File: src/rtl/mseq_pkg.sv
// Package mseq_pkg
// Holds the sequencer phase type and the fixed microaddresses of the
// fetch and decode steps. Assumes the microaddress is at least 2 bits wide.
package mseq_pkg;

    typedef enum logic [1:0] {
        PH_FETCH  = 2'd0,
        PH_DECODE = 2'd1,
        PH_EXEC   = 2'd2
    } phase_e;

    localparam int unsigned FETCH_UADDR  = 0;
    localparam int unsigned DECODE_UADDR = 1;

endpackage

File: src/rtl/mseq_rom.sv
// Module mseq_rom
// Computed microcode store. Opcode k owns a slot of DISP_STRIDE words that
// starts at DISP_BASE + k*DISP_STRIDE and runs (k mod DISP_STRIDE)+1 steps.
// Each used word chains to the next address. Its last word sets the end bit.
// Unused or out-of-range addresses give a word with the end bit set and the
// strobes cleared.
// Assumes CTRL_W >= OPC_W + STEP_W + 2 and DISP_STRIDE is a power of two.
module mseq_rom #(
    parameter int unsigned UADDR_W     = 9,
    parameter int unsigned CTRL_W      = 8,
    parameter int unsigned OPC_W       = 4,
    parameter int unsigned DISP_BASE   = 16,
    parameter int unsigned DISP_STRIDE = 4
) (
    input  logic [UADDR_W-1:0] rd_addr,
    output logic [CTRL_W-1:0]  word_ctrl,
    output logic [UADDR_W-1:0] word_next,
    output logic               word_last
);

    localparam int unsigned STEP_W   = (DISP_STRIDE > 1) ? $clog2(DISP_STRIDE) : 1;
    localparam int unsigned SLOT_END = DISP_BASE + (2 ** OPC_W) * DISP_STRIDE;

    // Work out the microinstruction word at rd_addr from the slot layout.
    always_comb begin
        logic [31:0] a_v;
        logic [31:0] off_v;
        logic [31:0] op_v;
        logic [31:0] step_v;
        logic [31:0] len_v;
        a_v       = 32'(rd_addr);
        off_v     = a_v - DISP_BASE;
        op_v      = off_v / DISP_STRIDE;
        step_v    = off_v % DISP_STRIDE;
        len_v     = (op_v % DISP_STRIDE) + 1;
        word_ctrl = '0;
        word_next = '0;
        word_last = 1'b1;
        if (a_v >= DISP_BASE && a_v < SLOT_END && step_v < len_v) begin
            word_last                     = (step_v == len_v - 1);
            word_next                     = UADDR_W'(a_v + 1);
            word_ctrl[0]                  = 1'b1;
            word_ctrl[1]                  = (step_v == len_v - 1);
            word_ctrl[2 +: STEP_W]        = step_v[STEP_W-1:0];
            word_ctrl[2 + STEP_W +: OPC_W] = op_v[OPC_W-1:0];
        end
    end

endmodule

File: src/rtl/mseq_fetch.sv
// Module mseq_fetch
// Instruction pointer and instruction register. When capture is high, the
// returned word is loaded and the pointer advances by IP_STEP.
// Assumes capture is only high in a fetch cycle with memory ready.
module mseq_fetch #(
    parameter int unsigned ADDR_W    = 32,
    parameter int unsigned DATA_W    = 32,
    parameter int unsigned IP_STEP   = 4,
    parameter logic [ADDR_W-1:0] BOOT_ADDR = 32'h0000_0100
) (
    input  logic              clk,
    input  logic              rst_n,
    input  logic              capture,
    input  logic [DATA_W-1:0] word_in,
    output logic [ADDR_W-1:0] ip_q,
    output logic [DATA_W-1:0] ir_q
);

    // Hold the pointer and the instruction word, update both on capture.
    always_ff @(posedge clk) begin
        if (!rst_n) begin
            ip_q <= BOOT_ADDR;
            ir_q <= '0;
        end else if (capture) begin
            ip_q <= ip_q + ADDR_W'(IP_STEP);
            ir_q <= word_in;
        end
    end

endmodule

File: src/rtl/mseq_uaddr.sv
// Module mseq_uaddr
// Microaddress register and next-address choice. Fetch stays put until
// memory is ready, then goes to decode. Decode dispatches on the opcode.
// Execute either returns to fetch (end bit) or follows the word's
// next-address field.
// Assumes the dispatch slots fit inside the microaddress range.
module mseq_uaddr
    import mseq_pkg::*;
#(
    parameter int unsigned UADDR_W     = 9,
    parameter int unsigned OPC_W       = 4,
    parameter int unsigned DISP_BASE   = 16,
    parameter int unsigned DISP_STRIDE = 4
) (
    input  logic               clk,
    input  logic               rst_n,
    input  phase_e             phase,
    input  logic               mem_ready,
    input  logic [OPC_W-1:0]   opcode,
    input  logic [UADDR_W-1:0] rom_next,
    input  logic               rom_last,
    output logic [UADDR_W-1:0] uaddr_q
);

    logic [UADDR_W-1:0] uaddr_d;
    logic [UADDR_W-1:0] entry;

    // Dispatch target of the current opcode.
    always_comb begin
        entry = UADDR_W'(DISP_BASE + 32'(opcode) * DISP_STRIDE);
    end

    // Select the next microaddress from the phase.
    always_comb begin
        unique case (phase)
            PH_FETCH:  uaddr_d = mem_ready ? UADDR_W'(DECODE_UADDR) : UADDR_W'(FETCH_UADDR);
            PH_DECODE: uaddr_d = entry;
            default:   uaddr_d = rom_last ? UADDR_W'(FETCH_UADDR) : rom_next;
        endcase
    end

    // Microaddress register, cleared to the fetch address on reset.
    always_ff @(posedge clk) begin
        if (!rst_n) begin
            uaddr_q <= UADDR_W'(FETCH_UADDR);
        end else begin
            uaddr_q <= uaddr_d;
        end
    end

endmodule

File: src/rtl/mcode_sequencer.sv
// Module mcode_sequencer
// Top of the fetch-decode-execute control sequencer. It ties the
// microaddress register, the computed microcode store and the
// pointer/instruction registers together and drives the memory read port
// and the control strobes.
// Assumes memory returns read data in the same cycle it raises mem_ready.
module mcode_sequencer
    import mseq_pkg::*;
#(
    parameter int unsigned ADDR_W      = 32,
    parameter int unsigned DATA_W      = 32,
    parameter int unsigned UADDR_W     = 9,
    parameter int unsigned CTRL_W      = 8,
    parameter int unsigned OPC_W       = 4,
    parameter int unsigned IP_STEP     = 4,
    parameter int unsigned DISP_BASE   = 16,
    parameter int unsigned DISP_STRIDE = 4,
    parameter logic [ADDR_W-1:0] BOOT_ADDR = 32'h0000_0100
) (
    input  logic                    clk,
    input  logic                    rst_n,
    output logic [ADDR_W-1:0]       mem_addr,
    output logic                    mem_rd,
    input  logic [DATA_W-1:0]       mem_rdata,
    input  logic                    mem_ready,
    output logic [UADDR_W-1:0]      uaddr,
    output logic [ADDR_W-1:0]       ip,
    output logic [CTRL_W-1:0]       ctrl_strobe,
    output logic                    exec_valid,
    output logic [DATA_W-OPC_W-1:0] imm_operand
);

    localparam int unsigned IMM_W = DATA_W - OPC_W;

    phase_e             phase;
    logic [DATA_W-1:0]  ir;
    logic [CTRL_W-1:0]  rom_ctrl;
    logic [UADDR_W-1:0] rom_next;
    logic               rom_last;
    logic               capture;

    // Classify the current microaddress into a phase.
    always_comb begin
        if (uaddr == UADDR_W'(FETCH_UADDR)) begin
            phase = PH_FETCH;
        end else if (uaddr == UADDR_W'(DECODE_UADDR)) begin
            phase = PH_DECODE;
        end else begin
            phase = PH_EXEC;
        end
    end

    // Memory port, strobe gating and operand outputs.
    always_comb begin
        mem_rd      = (phase == PH_FETCH);
        mem_addr    = ip;
        capture     = (phase == PH_FETCH) && mem_ready;
        exec_valid  = (phase == PH_EXEC);
        ctrl_strobe = exec_valid ? rom_ctrl : '0;
        imm_operand = ir[IMM_W-1:0];
    end

    mseq_uaddr #(
        .UADDR_W    (UADDR_W),
        .OPC_W      (OPC_W),
        .DISP_BASE  (DISP_BASE),
        .DISP_STRIDE(DISP_STRIDE)
    ) u_uaddr (
        .clk      (clk),
        .rst_n    (rst_n),
        .phase    (phase),
        .mem_ready(mem_ready),
        .opcode   (ir[DATA_W-1 -: OPC_W]),
        .rom_next (rom_next),
        .rom_last (rom_last),
        .uaddr_q  (uaddr)
    );

    mseq_rom #(
        .UADDR_W    (UADDR_W),
        .CTRL_W     (CTRL_W),
        .OPC_W      (OPC_W),
        .DISP_BASE  (DISP_BASE),
        .DISP_STRIDE(DISP_STRIDE)
    ) u_rom (
        .rd_addr  (uaddr),
        .word_ctrl(rom_ctrl),
        .word_next(rom_next),
        .word_last(rom_last)
    );

    mseq_fetch #(
        .ADDR_W   (ADDR_W),
        .DATA_W   (DATA_W),
        .IP_STEP  (IP_STEP),
        .BOOT_ADDR(BOOT_ADDR)
    ) u_fetch (
        .clk    (clk),
        .rst_n  (rst_n),
        .capture(capture),
        .word_in(mem_rdata),
        .ip_q   (ip),
        .ir_q   (ir)
    );

endmodule

File: config.mk
export PLATFORM = sky130hd
export DESIGN_NAME = mcode_sequencer
export DESIGN_NICKNAME = d
export VERILOG_FILES = /design/src/rtl/mseq_pkg.sv /design/src/rtl/mseq_rom.sv /design/src/rtl/mseq_fetch.sv /design/src/rtl/mseq_uaddr.sv /design/src/rtl/mcode_sequencer.sv
export SDC_FILE = /design/constraint.sdc
export NUM_CORES = 1
export LEC_CHECK = 0
export BUFFER_PORTS_ARGS = -buffer_cell sky130_fd_sc_hd__buf_2
export CAP_MARGIN = 5
export CORE_ASPECT_RATIO = 0.6
export CORE_MARGIN = 2
export CORE_UTILIZATION = 45
export CTS_BUF_LIST = sky130_fd_sc_hd__clkbuf_4
export DETAILED_ROUTE_END_ITERATION = 10
export PLACE_DENSITY = 0.81
export SETUP_SLACK_MARGIN = 0.2
export SYNTH_ARGS = -nofsm -noshare
export SYNTH_HDL_FRONTEND = slang
export SYNTH_HIERARCHICAL = 1
export SYNTH_SLANG_ARGS = --single-unit
File: constraint.sdc
create_clock -name clk -period 6.2 [get_ports clk]
set_input_delay 1.24 -clock clk [delete_from_list [all_inputs] [get_ports clk]]
set_output_delay 1.24 -clock clk [all_outputs]
set_load 0.02 [all_outputs]
==> results_dict.tcl <==
set metrics [dict create \
    gr-usage-met2_pct 29.3 \
    drtPass1Iterations 4 \
    diodes 0 \
    fillers 704 \
    powerDensity_nw_per_um2 205 \
    cp.arrival_ns 2.85 \
    drt-initial-drc-count 297 \
    use_met3_pct 7.52 \
    status "finished, final reports clean" \
    min_from "u_fetch/ir_q[29]" \
    tritoncts "yes" \
    critPathMaxFanout 13 \
    fin_tns_setup_ns 0 \
    yosysMostFrequentCell "dfxtp_1" \
    grt_pass1_vias 2943 \
    num-nets-final 562 \
    hold_violations 0 \
    drt-vias-per-instance 5.37 \
    cts_resized 0 \
    ys_types 44 \
    async_flop_share_pct 0 \
    synth_ff_type "dfxtp_1" \
    slew_violations 0 \
    areaGrowthSynthToFinish_pct 16.5 \
    design.die.area_sq_um 8960 \
    critPathKind "register to output pin" \
    syn_area_sq_um 3690 \
    cts_setup_buffers 0 \
    use_met1_pct 26.5 \
    critical_path.startpoint_type "register" \
    synth_area_leaders "dfxtp_1 39%, mux2i_1 9.2%, buf_4 7.3%, nor2_1 4.5%, ha_1 3.4%" \
    grt_start_max_net_pins 41 \
    yosysTopAreaCell "dfxtp_1" \
    drive_above_1_share_pct 32.6 \
    portBuffers 141 \
    cts_root_buf "clkbuf_4" \
    netlist_instances 420 \
    fmax_mhz 245 \
    die_w_um 121 \
    r2r_start "u_uaddr/uaddr_q[1]" \
    post-route-period-util_pct 66.0 \
    peakVddDrop_mv 0.141 \
    coreArea_sq_um 7910 \
    syn-mean-instance-area_sq_um 8.78 \
    overflow 0 \
    min_period_ns 4.09 \
    worst_pin_slew_ns 0.856 \
    fin_area_sq_um 4300 \
    drv_cap 0 \
    rsz0062_at_grt "no" \
    track_usage_pct 19.7 \
    setup.worst_path.end_class "output pin" \
    vias 3379 \
    setup_violations 0 \
    dp_hpwl_um 6460 \
    clock_path_buffers 2 \
    seq_area_frac_synth_pct 38.5 \
    antenna_found_initial 0 \
    yosys.area.top_type_share_pct 38.5 \
    drt_wl_total_um 9030 \
    p_leak_uw 0.00195 \
    path_clk_slew_ns 0.11 \
    fin_skew_ns 0.0137 \
    rows 25 \
    die_height_um 74.1 \
    initial_core_util_pct 46.6 \
    placed_cell_area_sq_um 4180 \
    io_pins 146 \
    hp-class "register to register" \
    ant_nets 0 \
    synth_warnings 6 \
    remaining_drc_errors 0 \
    startpoint "u_uaddr/uaddr_q[2]" \
    htree_levels 3 \
    ctsHoldBuffers 0 \
    insertion_delay_ns 0.41 \
    gp_congestion 0.895 \
    synth_edf_count 0 \
    slew_headroom_pct 42.5 \
    grt.busiest_layer "met2" \
    wl_per_cell_um 14.4 \
    grt_first_pass_wirelength_um 14100 \
    numCtsBuffers 9 \
    synth_common_cells "71 x dfxtp_1, 44 x nor2_1, 36 x buf_4, 34 x mux2i_1, 28 x nand2_1" \
    worstPathRequired_ns 4.96 \
    cts_sinks 71 \
    synth-seq-cells 71 \
]
-- critical path, stage by stage, from the launching register on --
cell	delay, ns
dfxtp_1	0.56
inv_1	0.15
ha_1	0.33
inv_1	0.04
ha_1	0.26
nor2b_1	0.14
o21ba_2	0.29
nor4_1	0.29
a21boi_0	0.19
buf_2	0.19
-- cells in the final DEF (no fill, tap or decap), types with 3 or more instances in the layout --
master	instances
a21oi_1	18
nor3_1	5
or4_1	12
xnor2_1	6
or3_1	11
mux2i_1	34
clkinv_2	3
xor2_1	7
o21ai_0	11
o22ai_1	4
nor4_1	11
and2_1	3
nand2b_1	3
ha_1	10
inv_1	11
nand4_1	11
nand3_1	11
and4_1	6
clkbuf_4	10
buf_2	141
dfxtp_1	71
o31ai_1	9
a21boi_0	8
conb_1	4
and3_2	3
nor2_1	44
nand2_1	28
-- cell type report --
type	instances	area (sq um)	share of cell area, %
clock buffer	10	75.1	1.75
clock inverter	5	26.3	0.611
inverter	12	45.0	1.05
multi-input combinational	280	1870	43.6
sequential	71	1420	33.1
tap	108	135	3.14
timing repair buffer	143	721	16.8
-- per-layer routing --
metal / vias to the layer above / share of wire [%]
met3: 4 / 9.1
li1: 1646 / -
met5: - / 0
met1: 1586 / 46
met4: 0 / 0.56
met2: 143 / 45
-- path summary, 6_finish.rpt --
kind	endpoint	slack [ns]	cells past startpoint
min reg2reg	u_uaddr/uaddr_q[3]	0.49	2
min	u_uaddr/uaddr_q[3]	0.49	2
max reg2reg	u_fetch/ip_q[28]	2.71	7
max	ctrl_strobe[1]	2.11	9
-- sequential cells by signal, indices dropped and copies added, names as in the netlist --
name and flops:
u_uaddr/uaddr_q 9, u_fetch/ir_q 32, u_fetch/ip_q 30
-- through the flow --
stage / utilization, % / power [uW] / worst slack (ns) / cells / hold WS (ns)
floorplan: - / 610 / 2.34 / 422 / 0.445
global placement: 52.9 / 650 / 2.39 / 614 / 0.464
global route: 54.3 / 926 / 1.78 / 629 / 0.526
detailed placement: 52.9 / 654 / 2.30 / 614 / 0.479
CTS: 54.2 / 891 / 2.11 / 629 / 0.494
finish: 54.3 / 881 / 2.11 / 629 / 0.490
-- where the power goes --
part           total (uW)  switching, uW  internal (uW)
sequential            493           17.1            476
combinational         152           92.9           59.3
clock                 236            154           81.5
-- cells by family after synthesis --
group,Yosys count,synth area share (%)
flops,71,38.5
buf+inv,71,11.4
xor+xnor,14,3.70
mux,34,9.23
compound gates,56,9.57
simple gates,162,23.9
other cells,2,0.204
fa+ha+maj,10,3.39
No activity file was read; power rests on OpenSTA's default activity.
